**src/rtl/radcal_pkg.sv**
```systemverilog
package radcal_pkg;

  typedef enum logic [2:0] {
    CS_IDLE = 3'd0,
    CS_CONV = 3'd1,
    CS_REC  = 3'd2,
    CS_UPD  = 3'd3,
    CS_FIN  = 3'd4
  } cal_state_e;

endpackage

```
**src/rtl/radcal_recon.sv**
```systemverilog
module radcal_recon #(
  parameter int NSTAGE = 20,
  parameter int FRAC   = 14,
  parameter int SW     = 5,
  parameter int RW     = 16,
  parameter int AW     = 36
) (
  input  logic            clk,
  input  logic            rst_n,
  input  logic            req,
  input  logic [SW-1:0]   stage,
  input  logic [NSTAGE:0] seq,
  output logic [SW-1:0]   rd_addr,
  input  logic [RW-1:0]   rd_data,
  output logic            ack,
  output logic [AW-1:0]   result
);

  localparam int PW  = $clog2(NSTAGE + 1);
  localparam int IXW = SW + 2;
  localparam int unsigned ONE_I = 1 << FRAC;

  logic          busy_q, ack_q;
  logic [PW-1:0] pos_q;
  logic [AW-1:0] acc_q, res_q;

  logic           start_rec, last_pos;
  logic [IXW-1:0] idx_raw, idx_wrap;
  logic [AW+RW-1:0] prod;
  logic [AW-1:0]  scaled, bit_term, acc_n;

  assign start_rec = req && !busy_q && !ack_q;
  assign last_pos  = (pos_q == PW'(NSTAGE));

  // stage whose gain sits between position p-1 and p
  always_comb begin
    idx_raw  = IXW'(stage) + IXW'(pos_q) - IXW'(1);
    idx_wrap = (idx_raw >= IXW'(NSTAGE)) ? (idx_raw - IXW'(NSTAGE)) : idx_raw;
    rd_addr  = (pos_q == '0) ? stage : SW'(idx_wrap);
  end

  always_comb begin
    prod     = {{RW{1'b0}}, acc_q} * {{AW{1'b0}}, rd_data};
    scaled   = AW'(prod >> FRAC);
    bit_term = seq[pos_q] ? AW'(ONE_I) : '0;
    acc_n    = (pos_q == '0) ? bit_term : (scaled + bit_term);
  end

  always_ff @(posedge clk or negedge rst_n) begin
    if (!rst_n) begin
      busy_q <= 1'b0;
      ack_q  <= 1'b0;
      pos_q  <= '0;
      acc_q  <= '0;
      res_q  <= '0;
    end else if (start_rec) begin
      busy_q <= 1'b1;
      ack_q  <= 1'b0;
      pos_q  <= '0;
    end else if (busy_q) begin
      acc_q <= acc_n;
      if (last_pos) begin
        busy_q <= 1'b0;
        ack_q  <= 1'b1;
        res_q  <= acc_n;
      end else begin
        pos_q <= pos_q + PW'(1);
      end
    end else begin
      ack_q <= 1'b0;
    end
  end

  assign ack    = ack_q;
  assign result = res_q;

endmodule

```
**src/rtl/radcal_update.sv**
```systemverilog
module radcal_update #(
  parameter int FRAC = 14,
  parameter int RW   = 16,
  parameter int AW   = 36,
  parameter int SHW  = 5
) (
  input  logic [AW-1:0]  code_one,
  input  logic [AW-1:0]  code_zero,
  input  logic [RW-1:0]  radix_old,
  input  logic [SHW-1:0] shift,
  output logic [RW-1:0]  radix_new
);

  localparam int EW = AW + 3;
  localparam int unsigned ONE_I = 1 << FRAC;
  localparam int unsigned LO_I  = 3 << (FRAC - 1);
  localparam int unsigned HI_I  = 2 << FRAC;

  logic signed [EW-1:0] diff, err, step, cand;

  always_comb begin
    diff = $signed(EW'(code_one)) - $signed(EW'(code_zero));
    err  = diff - $signed(EW'(ONE_I));
    step = err >>> shift;
    cand = $signed(EW'(radix_old)) - step;
    if (cand < $signed(EW'(LO_I)))
      radix_new = RW'(LO_I);
    else if (cand > $signed(EW'(HI_I)))
      radix_new = RW'(HI_I);
    else
      radix_new = cand[RW-1:0];
  end

endmodule

```
**src/rtl/radcal_ctrl.sv**
```systemverilog
module radcal_ctrl
  import radcal_pkg::*;
#(
  parameter int NSTAGE = 20,
  parameter int SW     = 5,
  parameter int AW     = 36,
  parameter int IW     = 16
) (
  input  logic            clk,
  input  logic            rst_n,
  input  logic            start,
  input  logic [IW-1:0]   iter_count,
  input  logic            raw_valid,
  input  logic [NSTAGE:0] raw_seq,
  input  logic            rec_ack,
  input  logic [AW-1:0]   rec_result,
  output logic            busy,
  output logic            done,
  output logic            conv_req,
  output logic            force_en,
  output logic [SW-1:0]   stage,
  output logic            force_bit,
  output logic            rec_req,
  output logic [NSTAGE:0] seq,
  output logic            upd_en,
  output logic [AW-1:0]   code_one,
  output logic [AW-1:0]   code_zero
);

  localparam logic [SW-1:0] LAST_CAL = SW'(NSTAGE - 2);

  cal_state_e      state_q, state_d;
  logic [SW-1:0]   stg_q, stg_d;
  logic            fb_q, fb_d;
  logic [IW-1:0]   iter_q, iter_d, cnt_q;
  logic [NSTAGE:0] seq_q;
  logic [AW-1:0]   d1_q, d0_q;
  logic            ld_cnt, ld_seq, ld_d1, ld_d0;

  always_comb begin
    state_d = state_q;
    stg_d   = stg_q;
    fb_d    = fb_q;
    iter_d  = iter_q;
    ld_cnt  = 1'b0;
    ld_seq  = 1'b0;
    ld_d1   = 1'b0;
    ld_d0   = 1'b0;
    case (state_q)
      CS_IDLE: if (start) begin
        ld_cnt  = 1'b1;
        stg_d   = '0;
        fb_d    = 1'b1;
        iter_d  = '0;
        state_d = (iter_count == '0) ? CS_FIN : CS_CONV;
      end
      CS_CONV: if (raw_valid) begin
        ld_seq  = 1'b1;
        state_d = CS_REC;
      end
      CS_REC: if (rec_ack) begin
        if (fb_q) begin
          ld_d1   = 1'b1;
          fb_d    = 1'b0;
          state_d = CS_CONV;
        end else begin
          ld_d0   = 1'b1;
          state_d = CS_UPD;
        end
      end
      CS_UPD: begin
        fb_d = 1'b1;
        if (stg_q == LAST_CAL) begin
          stg_d = '0;
          if (iter_q == cnt_q - IW'(1)) begin
            state_d = CS_FIN;
          end else begin
            iter_d  = iter_q + IW'(1);
            state_d = CS_CONV;
          end
        end else begin
          stg_d   = stg_q + SW'(1);
          state_d = CS_CONV;
        end
      end
      CS_FIN:  state_d = CS_IDLE;
      default: state_d = CS_IDLE;
    endcase
  end

  always_ff @(posedge clk or negedge rst_n) begin
    if (!rst_n) begin
      state_q <= CS_IDLE;
      stg_q   <= '0;
      fb_q    <= 1'b1;
      iter_q  <= '0;
    end else begin
      state_q <= state_d;
      stg_q   <= stg_d;
      fb_q    <= fb_d;
      iter_q  <= iter_d;
    end
  end

  always_ff @(posedge clk or negedge rst_n) begin
    if (!rst_n) begin
      cnt_q <= '0;
      seq_q <= '0;
      d1_q  <= '0;
      d0_q  <= '0;
    end else begin
      if (ld_cnt) cnt_q <= iter_count;
      if (ld_seq) seq_q <= raw_seq;
      if (ld_d1)  d1_q  <= rec_result;
      if (ld_d0)  d0_q  <= rec_result;
    end
  end

  assign busy      = (state_q != CS_IDLE) && (state_q != CS_FIN);
  assign done      = (state_q == CS_FIN);
  assign conv_req  = (state_q == CS_CONV);
  assign force_en  = (state_q == CS_CONV) || (state_q == CS_REC);
  assign rec_req   = (state_q == CS_REC);
  assign upd_en    = (state_q == CS_UPD);
  assign stage     = stg_q;
  assign force_bit = fb_q;
  assign seq       = seq_q;
  assign code_one  = d1_q;
  assign code_zero = d0_q;

endmodule

```
**src/rtl/radcal_engine.sv**
```systemverilog
module radcal_engine #(
  parameter int NSTAGE = 20,
  parameter int FRAC   = 14,
  parameter int IW     = 16,
  parameter int SHW    = 5,
  parameter int SW     = $clog2(NSTAGE),
  parameter int RW     = FRAC + 2,
  parameter int AW     = NSTAGE + FRAC + 2
) (
  input  logic            clk,
  input  logic            rst_n,
  input  logic            start,
  input  logic [IW-1:0]   iter_count,
  input  logic [SHW-1:0]  step_shift,
  output logic            busy,
  output logic            done,
  output logic            conv_req,
  output logic            force_en,
  output logic [SW-1:0]   force_stage,
  output logic            force_bit,
  input  logic            raw_valid,
  input  logic [NSTAGE:0] raw_seq,
  output logic [SW-1:0]   rad_addr,
  input  logic [RW-1:0]   rad_rdata,
  output logic            rad_we,
  output logic [RW-1:0]   rad_wdata
);

  logic            rst_m, rst_s;
  logic            rec_req, rec_ack, upd_en;
  logic [SW-1:0]   stg, rec_addr;
  logic [NSTAGE:0] seq;
  logic [AW-1:0]   rec_result, code_one, code_zero;

  // reset asserts at once, releases after two clean edges
  always_ff @(posedge clk or negedge rst_n) begin
    if (!rst_n) begin
      rst_m <= 1'b0;
      rst_s <= 1'b0;
    end else begin
      rst_m <= 1'b1;
      rst_s <= rst_m;
    end
  end

  radcal_ctrl #(.NSTAGE(NSTAGE), .SW(SW), .AW(AW), .IW(IW)) u_ctrl (
    .clk(clk), .rst_n(rst_s), .start(start), .iter_count(iter_count),
    .raw_valid(raw_valid), .raw_seq(raw_seq),
    .rec_ack(rec_ack), .rec_result(rec_result),
    .busy(busy), .done(done), .conv_req(conv_req), .force_en(force_en),
    .stage(stg), .force_bit(force_bit), .rec_req(rec_req), .seq(seq),
    .upd_en(upd_en), .code_one(code_one), .code_zero(code_zero)
  );

  radcal_recon #(.NSTAGE(NSTAGE), .FRAC(FRAC), .SW(SW), .RW(RW), .AW(AW)) u_recon (
    .clk(clk), .rst_n(rst_s), .req(rec_req), .stage(stg), .seq(seq),
    .rd_addr(rec_addr), .rd_data(rad_rdata), .ack(rec_ack), .result(rec_result)
  );

  radcal_update #(.FRAC(FRAC), .RW(RW), .AW(AW), .SHW(SHW)) u_update (
    .code_one(code_one), .code_zero(code_zero), .radix_old(rad_rdata),
    .shift(step_shift), .radix_new(rad_wdata)
  );

  assign rad_addr    = upd_en ? stg : rec_addr;
  assign rad_we      = upd_en;
  assign force_stage = stg;

endmodule

```
**config.mk**
```make
export PLATFORM = sky130hd
export DESIGN_NAME = radcal_engine
export DESIGN_NICKNAME = d
export VERILOG_FILES = /design/src/rtl/radcal_pkg.sv /design/src/rtl/radcal_recon.sv /design/src/rtl/radcal_update.sv /design/src/rtl/radcal_ctrl.sv /design/src/rtl/radcal_engine.sv
export SDC_FILE = /design/constraint.sdc
export NUM_CORES = 2
export LEC_CHECK = 0
export ABC_AREA = 0
export ABC_CLOCK_PERIOD_IN_PS = 16700
export CAP_MARGIN = 20
export CELL_PAD_IN_SITES_DETAIL_PLACEMENT = 1
export CELL_PAD_IN_SITES_GLOBAL_PLACEMENT = 2
export CORE_MARGIN = 10
export CORE_UTILIZATION = 30
export CTS_BUF_LIST = sky130_fd_sc_hd__clkbuf_16
export CTS_CLUSTER_SIZE = 10
export DETAILED_ROUTE_END_ITERATION = 7
export PLACE_DENSITY = 0.77
export SYNTH_ARGS = -nofsm -noshare
export SYNTH_HDL_FRONTEND = slang
export SYNTH_HIERARCHICAL = 1
export SYNTH_SLANG_ARGS = --single-unit
```
**constraint.sdc**
```tcl
create_clock -name clk -period 16.7 [get_ports clk]
set_clock_uncertainty 0.1 [all_clocks]
set_input_delay 4.175 -clock clk [delete_from_list [all_inputs] [get_ports clk]]
set_output_delay 4.175 -clock clk [all_outputs]
set_load 0.01 [all_outputs]
```
## Word-level counts from Yosys, hierarchy flattened

Index checks and enable logic that the tools add are counted.

- Output and inout port bits: 32
- Input port bits: 62
- Register bits: 215

- Add/subtract/negate cells: 11
- Magnitude comparators: 4
- Mux-type cells: 46
- Shifts and indexed selects: 1
- $mul: 1
- Bitwise gates (word level): 1
- Reduce and logical (&&, ||, !) cells: 20
- Eq/ne operators: 15

Operator list:

| cell | count |
|---|---|
| $mux 16 | 5 |
| $mul 36x16->50 | 1 |
| $mux 5 | 8 |
| $gt 39x17->1 const B | 1 |
| $lt 39x16->1 const B | 1 |
| $sshr 39x5->39 | 1 |
| $sub 17x39->39 | 1 |
| $sub 39x16->39 const B | 1 |
| $sub 36x36->37 | 1 |
| $add 36x36->36 | 1 |
| $mux 36 | 1 |
| $pmux 16 s2 | 1 |
| $mux 1 | 19 |
| $mux 3 | 6 |
| $add 16x1->16 const B | 1 |
| $eq 16x16->1 | 1 |
| $logic_not 16->1 | 1 |
| $sub 16x1->16 const B | 1 |
| $mux 15 | 1 |
| $pmux 3 s4 | 1 |
| $add 5x1->5 const B | 2 |
| $eq 5x5->1 const B | 2 |
| $pmux 5 s2 | 1 |
| $reduce_and 3->1 | 3 |
| other kinds (24) | 37 |

## Longest topological paths before layout

- Word-level depth: 7
- Depth in mapped cells: 40
- Mapped depth without buffers: 39

## Hierarchy

The synthesis kept the hierarchy.

Modules (own cells, without submodules):

| module | times used | cells each | area an instance (um^2) | seq. area each (um^2) |
|---|---|---|---|---|
| radcal_recon | 1 | 2635 | 22594.2 | 1976.9 |
| radcal_update | 1 | 1179 | 7729.9 | 0.0 |
| radcal_ctrl | 1 | 507 | 6003.3 | 3354.5 |
| radcal_engine | 1 | 8 | 110.1 | 50.0 |

## Least setup slack after synthesis

Ideal clock, no wire load.

- Kind: input -> output
- Start: input step_shift[0]
- End: output rad_wdata[11]
- Buffers on the path: 5
- Path slack: 2.334 ns
- Data arrival time: 10.091 ns
- Stages on the path: 31
- Path through: buf_2 clkbuf_1 buf_1 buf_1 o21ai_0 nand2_1 o21ai_0 mux4_2 a21oi_1 ha_1 inv_1 fa_1 nand2_1 nand2_1 a21oi_1 o21ai_0 a21oi_1 o21ai_0 a21oi_1 o21bai_1 a21oi_1 o21ai_0 a31oi_1 o21ai_0 nand4_2 nor3_1 a311o_1 a221oi_2 nand4_4 buf_6 nor3_2

- Word-level cells in the longest chain between the ends: 5
- Elaborated cells on any way between the ends: 6
- Classes of those cells: 1 x add/sub; 2 x order compare; 1 x shift; 2 x mux

Ends and longest elaborated chain:

| item | line | RTL |
|---|---|---|
| from (decl) | radcal_engine.sv:14 | `input logic [SHW-1:0] step_shift,` |
| $sshr 39x5->39 * | radcal_update.sv:24 | `step = err >>> shift;` |
| $sub 17x39->39 * | radcal_update.sv:25 | `cand = $signed(EW'(radix_old)) - step;` |
| $gt 39x17->1 | radcal_update.sv:28 | `else if (cand > $signed(EW'(HI_I)))` |
| $mux 16 | radcal_update.sv:28 |  |
| $mux 16 * | radcal_update.sv:26 | `if (cand < $signed(EW'(LO_I)))` |
| to (decl) | radcal_engine.sv:26 | `output logic [RW-1:0] rad_wdata` |

Mark *: on every way between the ends. The rest lies on a longest branch, timed or not.

## Worst setup path after layout

- Start: input step_shift[1]
- End: output rad_wdata[10]

Same word-level chain as after synthesis.

==> impl_metrics.toml <==
[yosys]
yosys-top-cells-area = "fa_1 26%, dfrtp_1 15%, nand2_1 7.1%"
ys_top_cells_by_count = "694 x nand2_1, 634 x inv_1, 475 x fa_1"
synthCells = 4329
ys_types = 126
post-synth-top-count-cell = "nand2_1"
ys_seq_elements = 215
netlist_area_sq_um = 36400
yosysTopAreaCell = "fa_1"
synth_top_area_frac = 0.261
synth_flop_cell = "dfrtp_1"
yosysWarnings = 6
synth_edf_count = 0
async_reset_ff_frac = 1.00
syn_avg_cell_area_sq_um = 8.42
yosysSeqAreaShare = 0.148
synth_nets = 5048

[route]
vias = 30400
wl_um = 116000
firstDrtPassIters = 5
drtAntennaViolNets = 0
drt-initial-drc-count = 1692
vias_per_cell = 5.17
drc = 0
wl_per_cell_um = 19.7

[floorplanning]
pin_count = 94
initial_core_util = 0.303
dieArea_sq_um = 136000
core-area_sq_um = 120000
placementRows = 127
die_h_um = 369
die_w_um = 369

[global_routing]
grt_pass1_wl_um = 189000
antenna_found_initial = 3
track_usage = 0.169
globalRouteOverflowTotal = 0
grt_max_degree = 151
met2_usage = 0.292
grt_use_met3 = 0.0103
grt_busiest_layer = "met2"
grt_pass1_vias = 32800
grt_util_met1 = 0.230

[clocking]
cts_made_buffers = 27
clkLatencyLatePin_ns = 0.55
cts.clk_slew.worst_paths_ns = 0.05
cts_sinks = 215
clk_path_buf_depth = 3
root_buffer = "clkbuf_16"
post_cts_buffers = 0
cts_tree = "built"
ctsHtreeMaxLevel = 1

[setup_path]
start_kind = "input pin"
slowest_stage = "clkdlybuf4s50_1"
timing.critical_path.arrival_ns = 11.70
worstPathRequired_ns = 12.43
r2r_cells = 26
worstSetupPathType = "in2out"
r2r_start = "u_recon/acc_q[6]"
startpoint = "step_shift[1]"
max_stage_delay_ns = 0.61
cp_num_cells = 29
reg2reg_slack_ns = 7.74
endpoint_kind = "primary output"
crit_top_cell = "a21oi_1"
endpoint = "rad_wdata[10]"
cp_num_buf_inv = 4
r2r_end = "u_recon/result[35]"
crit_family = "compound AO/OA/AOI/OAI gates"
crit_fanout = 16

[flow_run]
drv_cap = 0

[placement]
portBuffers = 93
gp_congestion = 0.874
place_hpwl_um = 90900

[timing]
hold_violations = 0
final-setup-viol-count = 0
final_max_slew_viol_count = 0
tns_ns = 0
grt_setup_unrepaired = "false"
period_minus_slack_ns = 15.97
max_freq_mhz = 62.6
fin_crit_sh = 0.957
slew_headroom = 0.257
worstMarginPinSlew_ns = 1.11

[hold_path]
hp-class = "reg2reg"

[cells_and_area]
final_nets = 4985
area_growth_pct = 8.65
drive_above_1_share = 0.0781

[run_status]
status = "completed"
-- worst min path at each step --
stage / from / end / slack, ns / cells past startpoint
2_1_floorplan: rst_m / rst_s / 0.23 / 0
3_3_place_gp: rst_m / rst_s / 0.24 / 0
3_5_place_dp: rst_m / rst_s / 0.24 / 0
4_1_cts: rst_m / rst_s / 0.25 / 0
5_1_grt: rst_m / rst_s / 0.25 / 0
6_report: rst_m / rst_s / 0.25 / 0
-- state kept, by name, summed over array words and instances (netlist names), 5 cells and up --
signal            flops
u_ctrl/stage          5
u_ctrl/code_zero     36
u_ctrl/iter_q        16
u_recon/acc_q        36
u_recon/result       36
u_ctrl/code_one      36
u_ctrl/seq           21
u_recon/pos_q         5
u_ctrl/cnt_q         16
-- kinds of logic (layout without fill, tap and decap cells) --
logic type      after synthesis  count (layout)  share of synthesized area
compound gates              734             734                      0.136
xor+xnor                    131             131                     0.0322
fa+ha+maj                   657             657                      0.323
buf+inv                     875             823                     0.0941
flops                       215             215                      0.148
mux                         183             183                     0.0587
other cells                   1               2                   0.000103
simple gates               1533            1533                      0.208
-- what timing repair did --
item	in CTS	in global routing
hold buffers	0	0
resized for setup	0	1
endpoints found under the setup margin	0	15
-- final cells by class --
class,instances,area [sq um]
antenna,1,2.50
clock buffer,27,676
clock inverter,13,83.8
fill,14300,80700
inverter,635,2380
multi-input combinational,3239,27700
sequential,215,5390
tap,1612,2020
timing repair buffer,148,1390
-- metal layers --
metal  vias up  wire length [um]  part of all wire
li1      14100                 -                 -
met1     15700             54100              0.47
met2       482             56700              0.49
met3       121              3200             0.028
met4         0              2220             0.019
met5         -                 0                 0
-- metrics by stage --
stage / utilization / worst slack, ns / hold WS (ns) / cell area, sq um / cells
6_report: 0.329 / 0.726 / 0.249 / 39600 / 5890
5_1_grt: 0.329 / 0.0401 / 0.253 / 39600 / 5889
4_1_cts: 0.329 / 0.616 / 0.252 / 39600 / 5888
3_5_place_dp: 0.323 / 0.638 / 0.241 / 38800 / 5848
3_3_place_gp: 0.322 / 0.818 / 0.238 / 38800 / 5847
2_1_floorplan: - / 2.33 / 0.231 / 36400 / 4329
-- cell usage in the layout (no fill, tap or decap), types with 64 or more instances in the layout --
| master | count |
|---|---|
| nand2_1 | 693 |
| dfrtp_1 | 212 |
| ha_1 | 182 |
| inv_1 | 642 |
| clkdlybuf4s50_1 | 93 |
| a21oi_1 | 189 |
| xnor2_1 | 84 |
| o21ai_0 | 162 |
| and2_1 | 232 |
| nor2_1 | 204 |
| fa_1 | 475 |
| mux2_2 | 131 |
| nand3_1 | 64 |
Power is left out: the tool's default activity adds up to more than one toggle a clock period on the data nets, which glitch-free logic cannot reach.
